### src/rtl/pgen_pkg.sv
package pgen_pkg;

    typedef enum logic [1:0] {
        PG_IDLE  = 2'd0,
        PG_ARMED = 2'd1,
        PG_RUN   = 2'd2
    } pg_state_e;

    localparam logic [1:0] SEL_START_LO = 2'd0;
    localparam logic [1:0] SEL_START_HI = 2'd1;
    localparam logic [1:0] SEL_LENGTH   = 2'd2;

endpackage

### src/rtl/pgen_regs.sv
// Write decode and shadow start words; arm/stop decoded in the write cycle.
module pgen_regs
    import pgen_pkg::*;
#(
    parameter int REG_W = 32,
    parameter int LEN_W = 32
) (
    input  logic                 clk,
    input  logic                 rst_n,
    input  logic                 wr_en,
    input  logic [1:0]           wr_sel,
    input  logic [REG_W-1:0]     wr_data,
    output logic [2*REG_W-1:0]   shadow_start,
    output logic                 arm,
    output logic                 stop,
    output logic [LEN_W-1:0]     arm_len
);

    localparam int NWORDS = 2;

    typedef struct packed {
        logic [NWORDS-1:0][REG_W-1:0] word;
    } shadow_t;

    shadow_t sh_d, sh_q;
    logic    len_wr;

    always_comb begin
        sh_d = sh_q;
        for (int i = 0; i < NWORDS; i++) begin
            if (wr_en && (wr_sel == 2'(i))) begin
                sh_d.word[i] = wr_data;
            end
        end
    end

    always_ff @(posedge clk) begin
        if (!rst_n) begin
            sh_q <= '0;
        end else begin
            sh_q <= sh_d;
        end
    end

    assign len_wr       = wr_en && (wr_sel == SEL_LENGTH);
    assign arm_len      = wr_data[LEN_W-1:0];
    assign arm          = len_wr && (arm_len != '0);
    assign stop         = len_wr && (arm_len == '0);
    assign shadow_start = {sh_q.word[SEL_START_HI], sh_q.word[SEL_START_LO]};

endmodule

### src/rtl/pgen_ge.sv
// Unsigned a >= b, built from per-slice greater/equal terms.
module pgen_ge #(
    parameter int W       = 64,
    parameter int SLICE_W = 16
) (
    input  logic [W-1:0] a,
    input  logic [W-1:0] b,
    output logic         ge
);

    localparam int NS = W / SLICE_W;

    logic [NS-1:0] slc_gt;
    logic [NS-1:0] slc_eq;

    for (genvar i = 0; i < NS; i++) begin : g_slice
        assign slc_gt[i] = a[i*SLICE_W +: SLICE_W] >  b[i*SLICE_W +: SLICE_W];
        assign slc_eq[i] = a[i*SLICE_W +: SLICE_W] == b[i*SLICE_W +: SLICE_W];
    end

    always_comb begin
        ge = 1'b1;
        for (int i = 0; i < NS; i++) begin
            ge = slc_gt[i] | (slc_eq[i] & ge);
        end
    end

endmodule

### src/rtl/pgen_wave.sv
// Arming, start wait and half-period counting.
module pgen_wave
    import pgen_pkg::*;
#(
    parameter int TIME_W = 64,
    parameter int LEN_W  = 32
) (
    input  logic              clk,
    input  logic              rst_n,
    input  logic              arm,
    input  logic              stop,
    input  logic [LEN_W-1:0]  arm_len,
    input  logic [TIME_W-1:0] arm_start,
    input  logic              reached,
    output logic [TIME_W-1:0] act_start,
    output logic              pulse
);

    typedef struct packed {
        pg_state_e         state;
        logic              out;
        logic [LEN_W-1:0]  cnt;
        logic [LEN_W-1:0]  len;
        logic [TIME_W-1:0] start;
    } wave_t;

    wave_t w_d, w_q;

    always_comb begin
        w_d = w_q;
        if (stop) begin
            w_d.state = PG_IDLE;
            w_d.out   = 1'b0;
            w_d.cnt   = '0;
        end else if (arm) begin
            w_d.state = PG_ARMED;
            w_d.out   = 1'b0;
            w_d.cnt   = '0;
            w_d.len   = arm_len;
            w_d.start = arm_start;
        end else begin
            unique case (w_q.state)
                PG_ARMED: begin
                    if (reached) begin
                        w_d.state = PG_RUN;
                        w_d.out   = 1'b1;
                        w_d.cnt   = w_q.len - 1'b1;
                    end
                end
                PG_RUN: begin
                    if (w_q.cnt == '0) begin
                        w_d.out = ~w_q.out;
                        w_d.cnt = w_q.len - 1'b1;
                    end else begin
                        w_d.cnt = w_q.cnt - 1'b1;
                    end
                end
                default: begin
                    w_d.out = 1'b0;
                end
            endcase
        end
    end

    always_ff @(posedge clk) begin
        if (!rst_n) begin
            w_q <= '{state: PG_IDLE, out: 1'b0, cnt: '0, len: '0, start: '0};
        end else begin
            w_q <= w_d;
        end
    end

    assign act_start = w_q.start;
    assign pulse     = w_q.out;

endmodule

### src/rtl/tcmp_pulse_gen.sv
module tcmp_pulse_gen #(
    parameter int REG_W   = 32,
    parameter int LEN_W   = 32,
    parameter int SLICE_W = 16
) (
    input  logic               clk,
    input  logic               rst_n,
    input  logic               wr_en,
    input  logic [1:0]         wr_sel,
    input  logic [REG_W-1:0]   wr_data,
    input  logic [2*REG_W-1:0] time_now,
    output logic               pulse_out
);

    localparam int TIME_W = 2 * REG_W;

    logic [TIME_W-1:0] shadow_start;
    logic [TIME_W-1:0] act_start;
    logic [LEN_W-1:0]  arm_len;
    logic              arm;
    logic              stop;
    logic              reached;

    pgen_regs #(.REG_W(REG_W), .LEN_W(LEN_W)) u_regs (
        .clk          (clk),
        .rst_n        (rst_n),
        .wr_en        (wr_en),
        .wr_sel       (wr_sel),
        .wr_data      (wr_data),
        .shadow_start (shadow_start),
        .arm          (arm),
        .stop         (stop),
        .arm_len      (arm_len)
    );

    pgen_ge #(.W(TIME_W), .SLICE_W(SLICE_W)) u_ge (
        .a  (time_now),
        .b  (act_start),
        .ge (reached)
    );

    pgen_wave #(.TIME_W(TIME_W), .LEN_W(LEN_W)) u_wave (
        .clk       (clk),
        .rst_n     (rst_n),
        .arm       (arm),
        .stop      (stop),
        .arm_len   (arm_len),
        .arm_start (shadow_start),
        .reached   (reached),
        .act_start (act_start),
        .pulse     (pulse_out)
    );

endmodule

### config.mk
export PLATFORM = sky130hd
export DESIGN_NAME = tcmp_pulse_gen
export DESIGN_NICKNAME = d
export VERILOG_FILES = /design/src/rtl/pgen_pkg.sv /design/src/rtl/pgen_regs.sv /design/src/rtl/pgen_ge.sv /design/src/rtl/pgen_wave.sv /design/src/rtl/tcmp_pulse_gen.sv
export SDC_FILE = /design/constraint.sdc
export NUM_CORES = 1
export LEC_CHECK = 0
export CORE_MARGIN = 3
export CORE_UTILIZATION = 25
export DETAILED_ROUTE_END_ITERATION = 7
export RECOVER_POWER = 100
export SLEW_MARGIN = 20
export SYNTH_ARGS = -nofsm -noshare
export SYNTH_HDL_FRONTEND = slang
export SYNTH_HIERARCHICAL = 1
export SYNTH_SLANG_ARGS = --single-unit
export TNS_END_PERCENT = 10
### constraint.sdc
create_clock -name clk -period 6.35 [get_ports clk]
set_input_delay 1.27 -clock clk [delete_from_list [all_inputs] [get_ports clk]]
set_output_delay 1.27 -clock clk [all_outputs]
set_load 0.02 [all_outputs]
### Word level (Yosys, flattened, before mapping)

Index checks and enable logic that the tools add are counted.

* register bits: 195
* bits in latches: 0
* bits in writable memories: 0
* memory bits (read-only): 0
* bits of input ports: 101
* logic and storage cells: 60
* memories: 0

* $add $sub $neg: 2
* multipliers: 0
* divide/modulo/power cells: 0
* $lt $le $gt $ge: 4
* equality and inequality tests: 10
* shift-type cells: 0
* mux-type cells: 7
* bitwise operators: 10
* reduce and logical (&&, ||, !) cells: 19

Operator list (number)
* 2-to-1 mux 34 bit: 2
* equality test 16 bit: 4
* > comparator 16 bit: 4
* zero test 32 bit: 2
* case mux 32 bit (2 select lines): 1
* subtractor 32 x 1 -> 32 bit, second input constant: 2
* 2-to-1 mux 32 bit: 1
* nonzero test 32 bit: 1
* AND reduction 2 bit: 5
* nonzero test 2 bit: 3
* logical AND 1 bit: 5
* equality test 2 x 1 -> 1 bit, second input constant: 2
* equality test 2 bit, second input constant: 2
* bitwise OR 1 bit: 4
* AND 1 bit: 3
* inverter 1 bit: 3
* OR reduction 3 bit: 1
* zero test 2 bit: 1
* 2-to-1 mux 1 bit: 2
* != test 2 x 1 -> 1 bit, second input constant: 1
* != test 2 bit, second input constant: 1
* case mux 1 bit (2 select lines): 1
* OR reduction 2 bit: 1

### Longest topological paths before layout

Gate-level depths: netlist of run 1.

* depth after elaboration: 11
* depth in mapped cells: 17

### By module

Netlist of run 1, hierarchy kept.

Modules (own cells, without submodules)
* pgen_wave: times used 1, cells an instance 867, area an instance 6731.5 µm², sequential area each 2622.5 µm²
* pgen_regs: times used 1, cells an instance 326, area an instance 2732.6 µm², sequential area each 1281.2 µm²
* pgen_ge: times used 1, cells an instance 222, area an instance 1624.1 µm², sequential area each 0.0 µm²

### Worst setup path before layout of run 1

OpenSTA, ideal clock, no wires.

* kind: input to register
* start: input time_now[30]
* end: register u_wave/w_q[127] (netlist bit)
* data arrival time: 3885 ps
* setup slack: 2370 ps
* stages on the path: 11
* cell sequence: ha_1 -> nand4_2 -> nor4_4 -> a221oi_1 -> a211o_1 -> a31oi_1 -> nand2_1 -> o21ai_1 -> nand2_1 -> or4_1 -> o311ai_1

* word-level cells in the longest chain between the ends: 9
* elaborated cells between the ends (all ways): 10
* classes of those cells: 1 x order compare; 2 x eq/ne; 6 x bitwise; 1 x reduce/logical

RTL lines
* from (decl): RTL line tcmp_pulse_gen.sv:11 `input logic [2*REG_W-1:0] time_now,`
* branches (longest 2 deep; another with > comparator 16 bit)
* bitwise OR 1 bit (*): RTL line pgen_ge.sv:24 `ge = slc_gt[i] | (slc_eq[i] & ge);`
* AND 1 bit (*): RTL line pgen_ge.sv:24
* bitwise OR 1 bit (*): RTL line pgen_ge.sv:24
* AND 1 bit (*): RTL line pgen_ge.sv:24
* bitwise OR 1 bit (*): RTL line pgen_ge.sv:24
* named net reached: RTL line tcmp_pulse_gen.sv:22 `logic reached;`
* != test 2 bit (no line) (*)
* AND reduction 2 bit (no line) (*)
* to (signal assigned): RTL line pgen_wave.sv:67 `w_q <= '{state: PG_IDLE, out: 1'b0, cnt: '0, len: '0, start: '0};`
* to (signal assigned): RTL line pgen_wave.sv:69 `w_q <= w_d;`
* to (decl): RTL line pgen_wave.sv:27 `wave_t w_d, w_q;`

Mark *: on every way through the listed nets, which the timed path passes.
A chain may end at the register's enable or synchronous reset.

### Worst setup path in the final report of run 1

* start: input wr_data[31]
* end: register u_wave.w_q (netlist bit u_wave/act_start[61])

* elaborated cells between the ends (all ways): 6
* classes of those cells: 1 x bitwise; 5 x reduce/logical

RTL lines
* from (decl): RTL line tcmp_pulse_gen.sv:10 `input logic [REG_W-1:0] wr_data,`
* nonzero test 32 bit: RTL line pgen_regs.sv:47 `assign arm = len_wr && (arm_len != '0);`
* logical AND 1 bit: RTL line pgen_regs.sv:47
* named net arm: RTL line tcmp_pulse_gen.sv:20 `logic arm;`
* AND reduction 2 bit (no line)

The timed path passes the listed nets, and every way through them passes these cells.

==> results of run 1 <==
[logic make-up after synthesis]
kind of cell	Yosys count	synth area share
simple gates	549	0.224
buf+inv	245	0.120
fa+ha+maj	69	0.0779
flops	195	0.352
xor+xnor	26	0.0205
compound gates	329	0.203
mux	2	0.00192
[placed cells by master (no fill, tap or decap), drive strengths merged, types with 4 or more instances in the layout]
cell,netlist,final
buf,116,16
dfxtp,195,195
nand2,360,360
or3,8,8
o31ai,5,5
nand2b,5,5
dlygate4sd3,0,4
and3,5,5
nand4,18,18
nor3,26,26
nor2b,7,7
clkinv,0,5
a32o,12,12
o21ai,52,52
clkbuf,54,20
a21o,10,10
a211oi,5,5
a31oi,7,7
or4,8,8
clkdlybuf4s50,0,96
nor4,27,27
xnor2,17,17
inv,75,82
a21boi,162,162
xor2,9,9
nand3,19,19
a21oi,51,51
ha,69,69
o211ai,9,9
nor3b,5,5
nor2,44,44
[power by group through the flow]
| stage | combinational, mW | sequential, mW | clock (mW) |
|---|---|---|---|
| floorplan | 0.376 | 1.31 | 0 |
| global placement | 0.551 | 1.32 | 0 |
| detailed placement | 0.557 | 1.32 | 0 |
| CTS | 0.560 | 1.29 | 1.09 |
| global route | 0.623 | 1.29 | 1.13 |
| finish | 0.560 | 1.29 | 1.06 |
[through the flow]
| stage | instance area (um2) | worst slack, ns | hold WS [ns] |
|---|---|---|---|
| 2_1_floorplan | 11100 | 2.37 | 0.435 |
| 3_3_place_gp | 11900 | 1.35 | 0.443 |
| 3_5_place_dp | 12000 | 1.29 | 0.446 |
| 4_1_cts | 12500 | 1.76 | 0.457 |
| 5_1_grt | 12500 | 1.22 | 0.478 |
| 6_report | 12500 | 1.49 | 0.461 |
[state kept, by name (all words and copies together), names as in the netlist]
name and cells:
u_wave/w_q 66, u_regs/shadow_start 64, u_wave/act_start 64, u_wave/pulse 1
[worst paths after layout]
| kind | end | slack [ns] | startpoint | cells after the start |
|---|---|---|---|---|
| setup / recovery | u_wave/act_start[61] | 1.49 | wr_data[31] | 8 |
| hold / removal | u_regs/shadow_start[2] | 0.46 | u_regs/shadow_start[2] | 2 |
| setup reg to reg | u_wave/w_q[127] | 2.58 | u_wave/act_start[0] | 14 |
| hold reg to reg | u_regs/shadow_start[2] | 0.46 | u_regs/shadow_start[2] | 2 |
[layer usage]
metal	vias up	share of wire	GRT usage	routed length, um
li1	4642	-	-	-
met1	4400	0.44	0.156	13100
met2	176	0.48	0.213	14200
met3	45	0.041	0.0258	1230
met4	0	0.038	0.0556	1140
met5	-	0	0	0
[cell type report]
type | count | area (um2)
fillers | 4649 | 30900
multi-input cells | 975 | 5880
flip-flops and latches | 195 | 3900
repair buffers | 119 | 1150
well taps | 585 | 732
clock buffers | 17 | 425
inverters | 75 | 282
clock inverters | 15 | 145
[worst max-delay path: cells and delay by family]
| kind | cells | cell delay (ns) |
|---|---|---|
| AO/OA/AOI/OAI | 2 | 0.79 |
| buffers and inverters | 2 | 1.22 |
| AND/OR/NAND/NOR | 4 | 1.83 |
==> metrics.log, run 1 <==
INFO  metric maxSlewHeadroom = -1.20
INFO  metric timing.critical_path.slowest_cell_delay = 1.34 ns
INFO  metric ys.warnings.count = 6
INFO  metric place.port_buffers = 101
INFO  metric power_switching_share = 0.299
INFO  metric clk_latency = 0.45 ns
INFO  metric clock.fmax = 206 MHz
INFO  metric final_core_utilization = 0.288
INFO  metric cts_clk_pin_slew_worst_paths = 0.08 ns
INFO  metric clkPwrFrac = 0.365
INFO  metric globalplace.congestion = 0.854
INFO  metric post_drt_wl_per_cell = 15.0 um
INFO  metric postSynthAreaPerCell = 7.84 um2
INFO  metric power_per_unit_of_standard_cell_area = 232 mW/mm2
INFO  metric finalMaxSlewViolations = 118
INFO  metric cp.required = 6.71 ns
INFO  metric synth_top_cell_by_area = dfxtp_1
INFO  metric rsz0062_at_grt = false
INFO  metric drt_first_pass_iters = 5
INFO  metric die_area = 0.0469 mm2
INFO  metric run_status = finished, violations left
INFO  metric setup_total_neg_slack = 0 ns
INFO  metric power.ir.vdd_worst = 0.195 mV
INFO  metric cts-buffers-inserted = 17
INFO  metric drt.antenna.violating_nets = 0
INFO  metric grt_start_max_net_pins = 97
INFO  metric synth_edf_count = 0
INFO  metric layout-area-overhead-vs-synth = 12.9%
INFO  metric ys_types = 62
INFO  metric grt_pass1_vias = 9156
INFO  metric period_share = 0.765
INFO  metric cp-end-kind = register
INFO  metric critical_path.most_common_cell = a21boi_0
INFO  metric postCtsHoldBufs = 0
INFO  metric synth_top_cells_by_count = nand2_1, dfxtp_1, a21boi_0
INFO  metric yosysMostFrequentCell = nand2_1
INFO  metric core_region_area = 0.0435 mm2
INFO  metric layout-drive-gt1-share = 0.0501
INFO  metric initial_utilization = 0.255
INFO  metric synthesis.instances = 1415
INFO  metric ys_seq_area_frac = 0.352
INFO  metric vias_per_cell = 4.68
INFO  metric async_flop_share = 0
INFO  metric static-leakage-power = 4.29 nW
INFO  metric globalRouteTotalUtil = 0.127
INFO  metric h-tree-depth = 4
INFO  metric power_report.internal_total = 2.04 mW
INFO  metric first_iter_violations = 541
INFO  metric instance_count_after_placement_with_tap_cells_included = 1949
INFO  metric tritoncts = built
INFO  metric comb_power_share = 0.192
INFO  metric yosys_most_used_dff = dfxtp_1
INFO  metric path_max_fanout = 76
INFO  metric syn-cell-area = 0.0111 mm2
INFO  metric layout.nets = 1553
INFO  metric chipWidth = 217 um
INFO  metric drc_errors = 0
INFO  metric first_pass_grt_wire_length = 47.8 mm
INFO  metric grt-ovfl-total = 0
INFO  metric failed_checks = capacitance limit, slew limit
INFO  metric ioPinCount = 102
INFO  metric post_cts_setup_driven_buffer_insertion_count = 0
INFO  metric fin_worst_skew = 0.0107 ns
INFO  metric critical_path_class = input port to register
INFO  metric timing.critical_path.arrival = 5.22 ns
INFO  metric critical_path_cell_sequence = dlygate4sd3_1, nor4_1, and4_1, a21boi_0, nor2b_1, buf_12, nand2_1, a21boi_0
INFO  metric cts_max_path_bufs = 2
INFO  metric mappedNetlistNets = 1585
INFO  metric synth_seq_cells = 195
INFO  metric timing.critical_path.slowest_stage_cell = nor2b_1
INFO  metric tightestPinTransition = 3.30 ns
INFO  metric cts.sinks = 195
INFO  metric antenna_violations_before_repair = 0
INFO  metric worstHoldPathType = register to register
INFO  metric max_capacitance_violation_total = 2
INFO  metric most_area_consuming_cells_after_synthesis = dfxtp_1, nand2_1, a21boi_0, ha_1, buf_4
INFO  metric hpwlAfterDp = 22.0 mm
INFO  metric final-instance-count-excl-fill = 1981
INFO  metric timing.final.hold_violations = 0
INFO  metric total_power_consumption_of_the_routed_design = 2.91 mW
INFO  metric wirelength = 29.7 mm
INFO  metric post_cts.resized_instances = 0
INFO  metric core.rowCount = 76
INFO  metric synth_top_area_frac = 0.352
INFO  metric switchingPower = 0.871 mW
INFO  metric worstSetupStartpointType = input port
INFO  metric min_period = 4.86 ns
INFO  metric cts_root_buffer = clkbuf_16
INFO  metric n_antenna_cell = 0
INFO  metric chipHeight = 217 um
INFO  metric timing.final.setup_violations = 0
INFO  metric detailroute.via_count = 9263
INFO  metric power.share.sequential = 0.443
No activity file was read; power rests on OpenSTA's default activity.
==> run 2, diff against run 1 <==
- clock period: 6.35 -> 4.47 ns (I/O delays scaled with it)
==> run 2 against run 1 <==
  * The run still ends with capacitance limit, slew limit left
  * Power is 43% higher
  * Global-route usage is 0.13 points lower
  * Sequential power increased by 42%
  * Core utilization is 0.11 points higher
  * Worst hold slack lost 0.0054 ns
  * Via count rose by 0.74%
  * Routed wire length up 0.11%
  * Critical endpoint is now u_wave/w_q[127]
  * Highest routed layer is now met5
==> metrics.log, run 2 (same netlist as run 1, synthesis figures left out) <==
INFO  metric run_status = finished, violations left
INFO  metric failed_checks = capacitance limit, slew limit
INFO  metric cts_max_path_bufs = 2
INFO  metric drt.antenna.violating_nets = 0
INFO  metric period_share = 0.915
INFO  metric critical_path_depth = 12
INFO  metric grt_pass1_vias = 9106
INFO  metric tritoncts = built
INFO  metric core_region_area = 0.0435 mm2
INFO  metric fin_worst_skew = 0.00932 ns
INFO  metric finalMaxSlewViolations = 33
INFO  metric layout-drive-gt1-share = 0.0506
INFO  metric h-tree-depth = 4
INFO  metric final_core_utilization = 0.289
INFO  metric static-leakage-power = 4.32 nW
INFO  metric die_area = 0.0469 mm2
INFO  metric drt_first_pass_iters = 5
INFO  metric worstPathBufferInverterCount = 1
INFO  metric timing.critical_path.slowest_stage_cell = or4_1
INFO  metric worstHoldPathType = register to register
INFO  metric mostFrequentLayoutCells = nand2_1, dfxtp_1, a21boi_0
INFO  metric initial_utilization = 0.255
INFO  metric maxSlewHeadroom = -0.0521
INFO  metric worstHoldPathCells = 2
INFO  metric worstSetupStartpointType = input port
INFO  metric rsz0062_at_grt = false
INFO  metric antenna_violations_before_repair = 1
INFO  metric chipHeight = 217 um
INFO  metric first_pass_grt_wire_length = 47.3 mm
INFO  metric largest_register = u_wave/w_q
INFO  metric min_period = 4.09 ns
INFO  metric total_power_consumption_of_the_routed_design = 4.15 mW
INFO  metric clk_latency = 0.43 ns
INFO  metric timing.final.setup_violations = 0
INFO  metric cts_root_buffer = clkbuf_16
INFO  metric power.ir.vdd_worst = 0.242 mV
INFO  metric finish.instance_area = 0.0126 mm2
INFO  metric clock.fmax = 245 MHz
INFO  metric detailroute.via_count = 9332
INFO  metric postCtsHoldBufs = 0
INFO  metric placedInstanceArea = 0.0120 mm2
INFO  metric core.rowCount = 76
INFO  metric ioPinCount = 102
INFO  metric instance_count_after_placement_with_tap_cells_included = 1958
INFO  metric post_drt_wl_per_cell = 15.0 um
INFO  metric tightestPinTransition = 1.58 ns
INFO  metric critical_path_class = input port to register
INFO  metric timing.critical_path.arrival = 4.41 ns
INFO  metric layout_setup_ws = 0.382 ns
INFO  metric layout.nets = 1562
INFO  metric minimum_hold_slack = 0.456 ns
INFO  metric wirelength = 29.8 mm
INFO  metric timing.critical_path.slowest_cell_delay = 0.50 ns
INFO  metric drc_errors = 0
INFO  metric path_max_fanout = 4
INFO  metric post_cts.resized_instances = 0
INFO  metric vias_per_cell = 4.70
INFO  metric cts_clk_pin_slew_worst_paths = 0.07 ns
INFO  metric first_iter_violations = 631
INFO  metric setup_total_neg_slack = 0 ns
INFO  metric hpwlAfterDp = 22.0 mm
INFO  metric chipWidth = 217 um
INFO  metric grt-ovfl-total = 0
INFO  metric final-instance-count-excl-fill = 1987
INFO  metric critical_path_cell_sequence = clkdlybuf4s50_1, ha_1, nand4_1, nor4_1, nand4_1, a211o_1, a31oi_1, nand2_1, o21ai_0, nand2_1, or4_1, o311ai_0
INFO  metric cp.required = 4.79 ns
INFO  metric post_cts_setup_driven_buffer_insertion_count = 0
INFO  metric flip_flop_count_of_the_largest_register_all_copies_and_words_added = 66
INFO  metric timing.final.hold_violations = 0
INFO  metric ff2ff_path_depth = 12
INFO  metric grt_start_max_net_pins = 97
INFO  metric dp_worst_setup_slack = 0.114 ns
INFO  metric cts.sinks = 195
INFO  metric globalRouteTotalUtil = 0.125
INFO  metric globalplace.congestion = 0.839
INFO  metric max_capacitance_violation_total = 1
INFO  metric cts-buffers-inserted = 17
INFO  metric n_antenna_cell = 0
INFO  metric cp-end-kind = register
INFO  metric layout-area-overhead-vs-synth = 13.4%
INFO  metric place.port_buffers = 101
INFO  metric number_of_filler_cells_placed_in_the_layout = 4703
INFO  metric critical_path.top_delay_family = simple AND/OR/NAND/NOR gates
INFO  metric power_per_unit_of_standard_cell_area = 330 mW/mm2
INFO  metric mostFrequentLayoutCell = nand2_1
## run 2: layout make-up
type,instances,area (um2),area share
clock buffer,21,470,0.0374
timing repair buffer,128,1210,0.0965
sequential,195,3900,0.311
tap,585,732,0.0582
inverter,75,282,0.0224
multi-input combinational,975,5870,0.467
clock inverter,8,103,0.00816
## run 2: tightest hold or removal path, cell delays in order (launching register included)
cell      delay, ns
dfxtp_1        0.31
nand2_1        0.05
a21boi_1       0.05
## run 2: worst paths after layout
check / from / endpoint / slack, ns
worst min register to register: u_regs/shadow_start[18] / u_regs/shadow_start[18] / 0.46
worst max-delay path: time_now[46] / u_wave/w_q[127] / 0.38
worst min-delay path: u_regs/shadow_start[18] / u_regs/shadow_start[18] / 0.46
worst max register to register: u_wave/act_start[47] / u_wave/w_q[127] / 0.89
## run 2: report_power, final
part | leakage [nW] | internal (mW) | switching, mW
logic | 2.46 | 0.332 | 0.465
registers | 1.58 | 1.79 | 0.0448
clock network | 0.278 | 0.862 | 0.658
total | 4.32 | 2.98 | 1.17
## run 2: per-layer routing
layer	wire, um	part of all wire	GRT usage
met1	12900	0.43	0.151
met2	14800	0.50	0.223
met3	1280	0.043	0.0233
met4	747	0.025	0.0433
met5	9	0.00030	0
